**config.mk**
```make
export PLATFORM = sky130hd
export DESIGN_NAME = flag_arith_unit
export DESIGN_NICKNAME = d
export VERILOG_FILES = /design/src/rtl/fau_pkg.sv /design/src/rtl/fau_lane.sv /design/src/rtl/fau_ccr.sv /design/src/rtl/flag_arith_unit.sv
export SDC_FILE = /design/constraint.sdc
export NUM_CORES = 1
export LEC_CHECK = 0
export BUFFER_PORTS_ARGS = -buffer_cell sky130_fd_sc_hd__clkbuf_2
export CORE_AREA = 10 10 173 175
export CTS_CLUSTER_DIAMETER = 40
export DETAILED_ROUTE_END_ITERATION = 10
export DIE_AREA = 0 0 183 185
export SYNTH_ARGS = -nofsm -noshare
export SYNTH_HDL_FRONTEND = slang
export SYNTH_SLANG_ARGS = --single-unit
```
**constraint.sdc**
```tcl
create_clock -name clk -period 6.5 [get_ports clk]
set_input_delay 0.65 -clock clk [delete_from_list [all_inputs] [get_ports clk]]
set_output_delay 0.65 -clock clk [all_outputs]
set_load 0.02 [all_outputs]
```
**src/rtl/fau_pkg.sv**
```systemverilog
package fau_pkg;

   localparam logic [3:0] OP_ADD  = 4'd0;
   localparam logic [3:0] OP_ADDX = 4'd1;
   localparam logic [3:0] OP_SUB  = 4'd2;
   localparam logic [3:0] OP_SUBX = 4'd3;
   localparam logic [3:0] OP_CMP  = 4'd4;
   localparam logic [3:0] OP_NEG  = 4'd5;
   localparam logic [3:0] OP_LDF  = 4'd6;
   localparam logic [3:0] OP_STF  = 4'd7;
   localparam logic [3:0] OP_ANDF = 4'd8;
   localparam logic [3:0] OP_ORF  = 4'd9;
   localparam logic [3:0] OP_XORF = 4'd10;

   localparam int NUM_SIZES = 3;

   typedef enum logic [1:0] {
      SZ_BYTE = 2'd0,
      SZ_WORD = 2'd1,
      SZ_LONG = 2'd2,
      SZ_ALT  = 2'd3
   } fau_size_e;

   // Packed order fixes the flag byte layout, bit 5 down to bit 0.
   typedef struct packed {
      logic h;
      logic u;
      logic n;
      logic z;
      logic v;
      logic c;
   } fau_flags_t;

   typedef struct packed {
      logic h;
      logic n;
      logic z;
      logic v;
      logic c;
   } fau_arith_t;

   function automatic logic is_arith(input logic [3:0] op);
      return op <= OP_NEG;
   endfunction

   function automatic logic is_extend(input logic [3:0] op);
      return (op == OP_ADDX) || (op == OP_SUBX);
   endfunction

   function automatic logic is_subtract(input logic [3:0] op);
      return (op == OP_SUB) || (op == OP_SUBX) || (op == OP_CMP) || (op == OP_NEG);
   endfunction

   function automatic logic [1:0] lane_index(input logic [1:0] size);
      logic [1:0] idx;
      case (fau_size_e'(size))
         SZ_BYTE: idx = 2'd0;
         SZ_WORD: idx = 2'd1;
         default: idx = 2'd2;
      endcase
      return idx;
   endfunction

endpackage

```
**src/rtl/fau_lane.sv**
```systemverilog
module fau_lane #(
   parameter int W = 8
) (
   input  logic [W-1:0] dst_i,
   input  logic [W-1:0] src_i,
   input  logic         cin_i,
   input  logic         sub_i,
   output logic [W-1:0] res_o,
   output fau_pkg::fau_arith_t flg_o
);
   // Half boundary: carry out of bit W-5 lands in bit HB of the low sum.
   localparam int HB = W - 4;

   if (W < 8 || (W % 4) != 0) begin : g_bad_width
      $error("fau_lane: W must be a multiple of 4, at least 8");
   end

   logic [W:0]  full_q;
   logic [HB:0] half_q;
   logic        sign_in;

   always_comb begin
      if (sub_i) begin
         full_q = {1'b0, dst_i} - {1'b0, src_i} - {{W{1'b0}}, cin_i};
         half_q = {1'b0, dst_i[HB-1:0]} - {1'b0, src_i[HB-1:0]} - {{HB{1'b0}}, cin_i};
         sign_in = dst_i[W-1] ^ src_i[W-1];
      end else begin
         full_q = {1'b0, dst_i} + {1'b0, src_i} + {{W{1'b0}}, cin_i};
         half_q = {1'b0, dst_i[HB-1:0]} + {1'b0, src_i[HB-1:0]} + {{HB{1'b0}}, cin_i};
         sign_in = ~(dst_i[W-1] ^ src_i[W-1]);
      end
   end

   assign res_o   = full_q[W-1:0];
   assign flg_o.c = full_q[W];
   assign flg_o.h = half_q[HB];
   assign flg_o.n = full_q[W-1];
   assign flg_o.z = ~|full_q[W-1:0];
   assign flg_o.v = sign_in & (full_q[W-1] ^ dst_i[W-1]);

endmodule

```
**src/rtl/fau_ccr.sv**
```systemverilog
module fau_ccr (
   input  logic                 clk,
   input  logic                 rst_n,
   input  logic                 upd_en_i,
   input  logic [3:0]           op_i,
   input  fau_pkg::fau_arith_t  ar_i,
   input  logic [5:0]           imm_i,
   output fau_pkg::fau_flags_t  flags_o
);
   import fau_pkg::*;

   fau_flags_t flg_q;
   fau_flags_t flg_d;
   fau_flags_t imm_f;

   assign imm_f = fau_flags_t'(imm_i);

   always_comb begin
      flg_d = flg_q;
      if (is_arith(op_i)) begin
         flg_d.h = ar_i.h;
         flg_d.n = ar_i.n;
         flg_d.v = ar_i.v;
         flg_d.c = ar_i.c;
         flg_d.z = is_extend(op_i) ? (flg_q.z & ar_i.z) : ar_i.z;
      end else begin
         case (op_i)
            OP_LDF:  flg_d = imm_f;
            OP_ANDF: flg_d = flg_q & imm_f;
            OP_ORF:  flg_d = flg_q | imm_f;
            OP_XORF: flg_d = flg_q ^ imm_f;
            default: flg_d = flg_q;
         endcase
      end
   end

   always_ff @(posedge clk or negedge rst_n) begin
      if (!rst_n) begin
         flg_q <= '0;
      end else if (upd_en_i) begin
         flg_q <= flg_d;
      end
   end

   assign flags_o = flg_q;

endmodule

```
**src/rtl/flag_arith_unit.sv**
```systemverilog
module flag_arith_unit #(
   parameter int DATA_W = 32
) (
   input  logic              clk,
   input  logic              rst_n,
   input  logic [3:0]        op_i,
   input  logic [1:0]        size_i,
   input  logic [DATA_W-1:0] src_i,
   input  logic [DATA_W-1:0] dst_i,
   input  logic              upd_en_i,
   output logic [DATA_W-1:0] result_o,
   output logic [7:0]        flags_o
);
   import fau_pkg::*;

   localparam int FLAG_W = $bits(fau_flags_t);

   if (DATA_W < 32 || (DATA_W % 4) != 0) begin : g_bad_width
      $error("flag_arith_unit: DATA_W must be a multiple of 4, at least 32");
   end

   logic              neg_sel;
   logic              sub_sel;
   logic              cin;
   logic [1:0]        sel;
   fau_flags_t        flg_cur;
   logic [DATA_W-1:0] lane_res [NUM_SIZES];
   logic [DATA_W-1:0] lane_dst [NUM_SIZES];
   fau_arith_t        lane_flg [NUM_SIZES];

   assign neg_sel = (op_i == OP_NEG);
   assign sub_sel = is_subtract(op_i);
   assign cin     = is_extend(op_i) & flg_cur.c;
   assign sel     = lane_index(size_i);

   for (genvar g = 0; g < NUM_SIZES; g++) begin : g_lane
      localparam int LW = DATA_W >> (NUM_SIZES - 1 - g);
      logic [LW-1:0] l_dst;
      logic [LW-1:0] l_src;
      logic [LW-1:0] l_res;
      fau_arith_t    l_flg;

      assign l_dst = neg_sel ? '0 : dst_i[LW-1:0];
      assign l_src = neg_sel ? dst_i[LW-1:0] : src_i[LW-1:0];

      fau_lane #(.W(LW)) i_lane (
         .dst_i (l_dst),
         .src_i (l_src),
         .cin_i (cin),
         .sub_i (sub_sel),
         .res_o (l_res),
         .flg_o (l_flg)
      );

      assign lane_res[g] = DATA_W'(l_res);
      assign lane_dst[g] = DATA_W'(dst_i[LW-1:0]);
      assign lane_flg[g] = l_flg;
   end

   fau_ccr i_ccr (
      .clk      (clk),
      .rst_n    (rst_n),
      .upd_en_i (upd_en_i),
      .op_i     (op_i),
      .ar_i     (lane_flg[sel]),
      .imm_i    (src_i[FLAG_W-1:0]),
      .flags_o  (flg_cur)
   );

   always_comb begin
      if (is_arith(op_i) && (op_i != OP_CMP)) begin
         result_o = lane_res[sel];
      end else if (op_i == OP_STF) begin
         result_o = DATA_W'(flg_cur);
      end else begin
         result_o = lane_dst[sel];
      end
   end

   assign flags_o = {{(8 - FLAG_W){1'b0}}, flg_cur};

endmodule

```
==> impl_metrics.py <==
metrics = {
    "run_status": {
        "run_status": "completed",
    },
    "power": {
        "power_switching_mw": 0.716,
        "p_seq_frac": 0.047,
        "vdd_drop_max_uv": 63.9,
        "design_power_total_mw": 1.26,
        "internal-power_mw": 0.545,
        "clkPwrFrac": 0.079,
        "switching_share": 0.568,
        "power_frac_comb": 0.874,
        "p_leak_nw": 3.77,
        "power_density_mw_per_mm2": 164,
    },
    "detailed_routing": {
        "first_pass_iters": 5,
        "detail_route.drc_violations": 0,
        "avgRoutedWirePerCell_um": 17.4,
        "routed_wl_mm": 25.9,
        "post_drt_via_cell_ratio": 5.30,
        "final_antenna_net_count": 0,
        "first_iter_violations": 722,
        "routed-via-count": 7882,
    },
    "yosys": {
        "async_set_reset_flop_share_out_of_synthesis": 1.00,
        "post-synth-top-area-cell": "sky130_fd_sc_hd__ha_1",
        "synthesis.instances": 1043,
        "yosysTopAreaCellShare": 0.196,
        "number_of_synthesized_flops_with_an_enable_pin": 0,
        "ys_seq_elements": 6,
        "syn-cell-area_mm2": 0.00656,
        "yosysMostFrequentCell": "sky130_fd_sc_hd__nand2_1",
        "netlist-cell-type-count": 77,
        "part_of_the_yosys_area_used_for_sequential_elements": 0.0229,
        "post_synth.cell_area_avg_um2": 6.29,
        "yosysWarnings": 0,
        "synth.top_cells.by_count": "sky130_fd_sc_hd__nand2_1, sky130_fd_sc_hd__inv_1, sky130_fd_sc_hd__ha_1, sky130_fd_sc_hd__a21oi_1, sky130_fd_sc_hd__nor2_1",
        "synthTopCellsByArea": "sky130_fd_sc_hd__ha_1, sky130_fd_sc_hd__nand2_1, sky130_fd_sc_hd__xnor2_1",
        "dominantRegCellSynth": "sky130_fd_sc_hd__dfrtp_1",
    },
    "clocking": {
        "clock_tree.buffer_depth": 2,
        "cts_hold_buffers": 0,
        "number_of_buffers_created_by_cts": 3,
        "clockRootBuffer": "sky130_fd_sc_hd__clkbuf_16",
        "post-cts-setup-buffers": 0,
        "post_cts_resized": 0,
        "htreeDepth": 1,
        "tritoncts_num_sinks": 6,
        "cts.reportedPaths.clkPinSlew_ps": 30,
        "insertion_delay_ps": 230,
        "cts_tree": "yes",
    },
    "timing": {
        "worst_slew_margin_rel": 0.299,
        "hold_viol_final": 0,
        "final_max_slew_viol_count": 0,
        "final_period_minus_worst_setup_slack_ps": 5980,
        "fin_worst_skew_ps": 0.189,
        "timing.final.crit_share": 0.920,
        "worstMarginPinSlew_ps": 1050,
        "fmax_mhz": 167,
        "setup_viol_count_final": 0,
        "timing.setup.tns_ps": 0,
        "grt_setup_unrepaired": "false",
    },
    "worst_setup_path": {
        "critPathMaxFanout": 30,
        "cp_data_required_time_ps": 6630,
        "worst_ep_arrival_time_ps": 6120,
        "crit_path_end_kind": "register",
        "worstSetupPathType": "in -> reg",
        "cp_common_cell": "sky130_fd_sc_hd__or4_1",
        "timing.critical_path.slowest_stage_cell": "sky130_fd_sc_hd__or4_1",
        "crit_path_start_kind": "primary input",
        "critical_path_cell_by_cell": "clkbuf_2 -> nand2b_1 -> nor3b_2 -> buf_4 -> o21ai_0 -> ha_1 -> inv_1 -> ha_1 -> nor3b_1 -> o21ai_1 -> a21o_1 -> a211oi_1 -> or2_2 -> xor2_1 -> mux2i_1 -> or4_1 -> or4_1 -> or4_1 -> a221oi_2",
        "delay_contributed_by_the_slowest_stage_of_the_critical_path_ps": 530,
    },
    "global_route": {
        "grt_overflow": 0,
        "grt_first_pass_wirelength_mm": 40.7,
        "via_count_of_the_first_global_routing_pass": 7526,
        "grt_max_degree": 31,
        "grt_util_all_layers": 0.146,
        "initial_antenna_violation_count": 0,
    },
    "floorplan": {
        "i_o_pin_cnt": 113,
        "fp.dieH_um": 185,
        "floorplan.core_area_mm2": 0.0266,
        "die_width_um": 183,
        "die-area_mm2": 0.0339,
        "placement_rows": 60,
        "initial_core_util": 0.247,
    },
    "placement": {
        "gp_routability_congestion": 0.975,
        "io_buffers": 110,
        "place.detailed.hpwl_mm": 22.1,
    },
    "job": {
        "number_of_violations_of_the_max_capacitance_limit": 0,
    },
    "final_layout": {
        "fill_cells": 2960,
        "drive_gt1_frac": 0.142,
        "largest_register_ffs": 6,
        "antenna_cells": 0,
        "num-nets-final": 1328,
        "layout_area_overhead_pct": 17.3,
    },
    "hold_path": {
        "hold_path_class": "in -> async",
    },
}
routing by layer:
layer	GRT usage	part of all wire	vias to the layer above
li1	-	-	3843
met1	0.198	0.46	3671
met2	0.239	0.45	338
met3	0.0245	0.082	30
met4	0.0213	0.015	0
met5	0	0	-
cells by family (layout without fill, tap and decap cells):
kind of cell,after synthesis,after routing,share of synthesized area
and+or+nand+nor,395,395,0.274
AOI/OAI and AO/OA,297,297,0.292
buffers and inverters,159,261,0.0933
adders and majority gates,107,107,0.209
xor gates and xnor gates,66,66,0.0881
muxes,12,12,0.0204
DFF,6,6,0.0229
other,1,2,0.000572
worst paths after layout:
| check | end | slack [ps] | depth (start not counted) | startpoint |
|---|---|---|---|---|
| hold reg to reg | i_ccr.flags_o[4] | 540 | 2 | i_ccr.flags_o[4] |
| min in group clk | i_ccr.flags_o[4] | 540 | 2 | i_ccr.flags_o[4] |
| setup / recovery | i_ccr.flags_o[2] | 520 | 19 | op_i[1] |
| hold / removal | i_ccr.flags_o[4] | 260 | 1 | rst_n |
| setup reg to reg | i_ccr.flags_o[2] | 1560 | 16 | i_ccr.flags_o[0] |
| max in group asynchronous | i_ccr.flags_o[0] | 6080 | 1 | rst_n |
layout by cell type, fill, tap and decap left out, drive strengths merged, types with 8 or more instances in the layout:
master  instances
nand2b          8
nor3           16
a21oi          85
a211oi         11
clkbuf        113
o21ai          79
nor4           10
inv           118
nand3          18
xor2           12
buf            29
mux2i          10
nor2           83
xnor2          54
nor2b          17
o21bai          8
a21o           14
ha            103
o211ai         17
nand2         194
nand4           8
a22o           11
cell type report:
| type | count | area (µm²) | area share |
|---|---|---|---|
| multi-input cells | 879 | 5830 | 0.757 |
| repair buffers | 139 | 768 | 0.0998 |
| inverters | 119 | 447 | 0.0580 |
| well taps | 341 | 427 | 0.0554 |
| flip-flops and latches | 6 | 150 | 0.0195 |
| clock buffers | 3 | 75.1 | 0.00976 |
critical path: cells and delay by family:
family | cells | cell delay, ps
and+or+nand+nor | 7 | 2560
AOI/OAI and AO/OA | 5 | 1290
buffers and inverters | 3 | 660
adders and majority gates | 2 | 660
xor gates and xnor gates | 1 | 160
muxes | 1 | 130
power groups by stage:
stage	clock network, mW	registers (mW)	logic [mW]
after CTS	0.101	0.0585	1.09
final	0.0999	0.0588	1.10
after detailed placement	0	0.0589	1.08
after floorplan	0	0.0654	0.757
after global placement	0	0.0590	1.08
after global routing	0.105	0.0599	1.21
per-stage QoR:
step | worst slack, ps | std cells | area, µm² | hold WS (ps) | util
global placement | 533 | 1484 | 7620 | 492 | 0.287
finish | 518 | 1487 | 7690 | 255 | 0.290
CTS | 630 | 1487 | 7690 | 256 | 0.290
detailed placement | 402 | 1484 | 7620 | 495 | 0.287
global route | 219 | 1487 | 7690 | 258 | 0.290
floorplan | 651 | 1044 | 6560 | 354 | -
No activity file was read; power rests on OpenSTA's default activity.
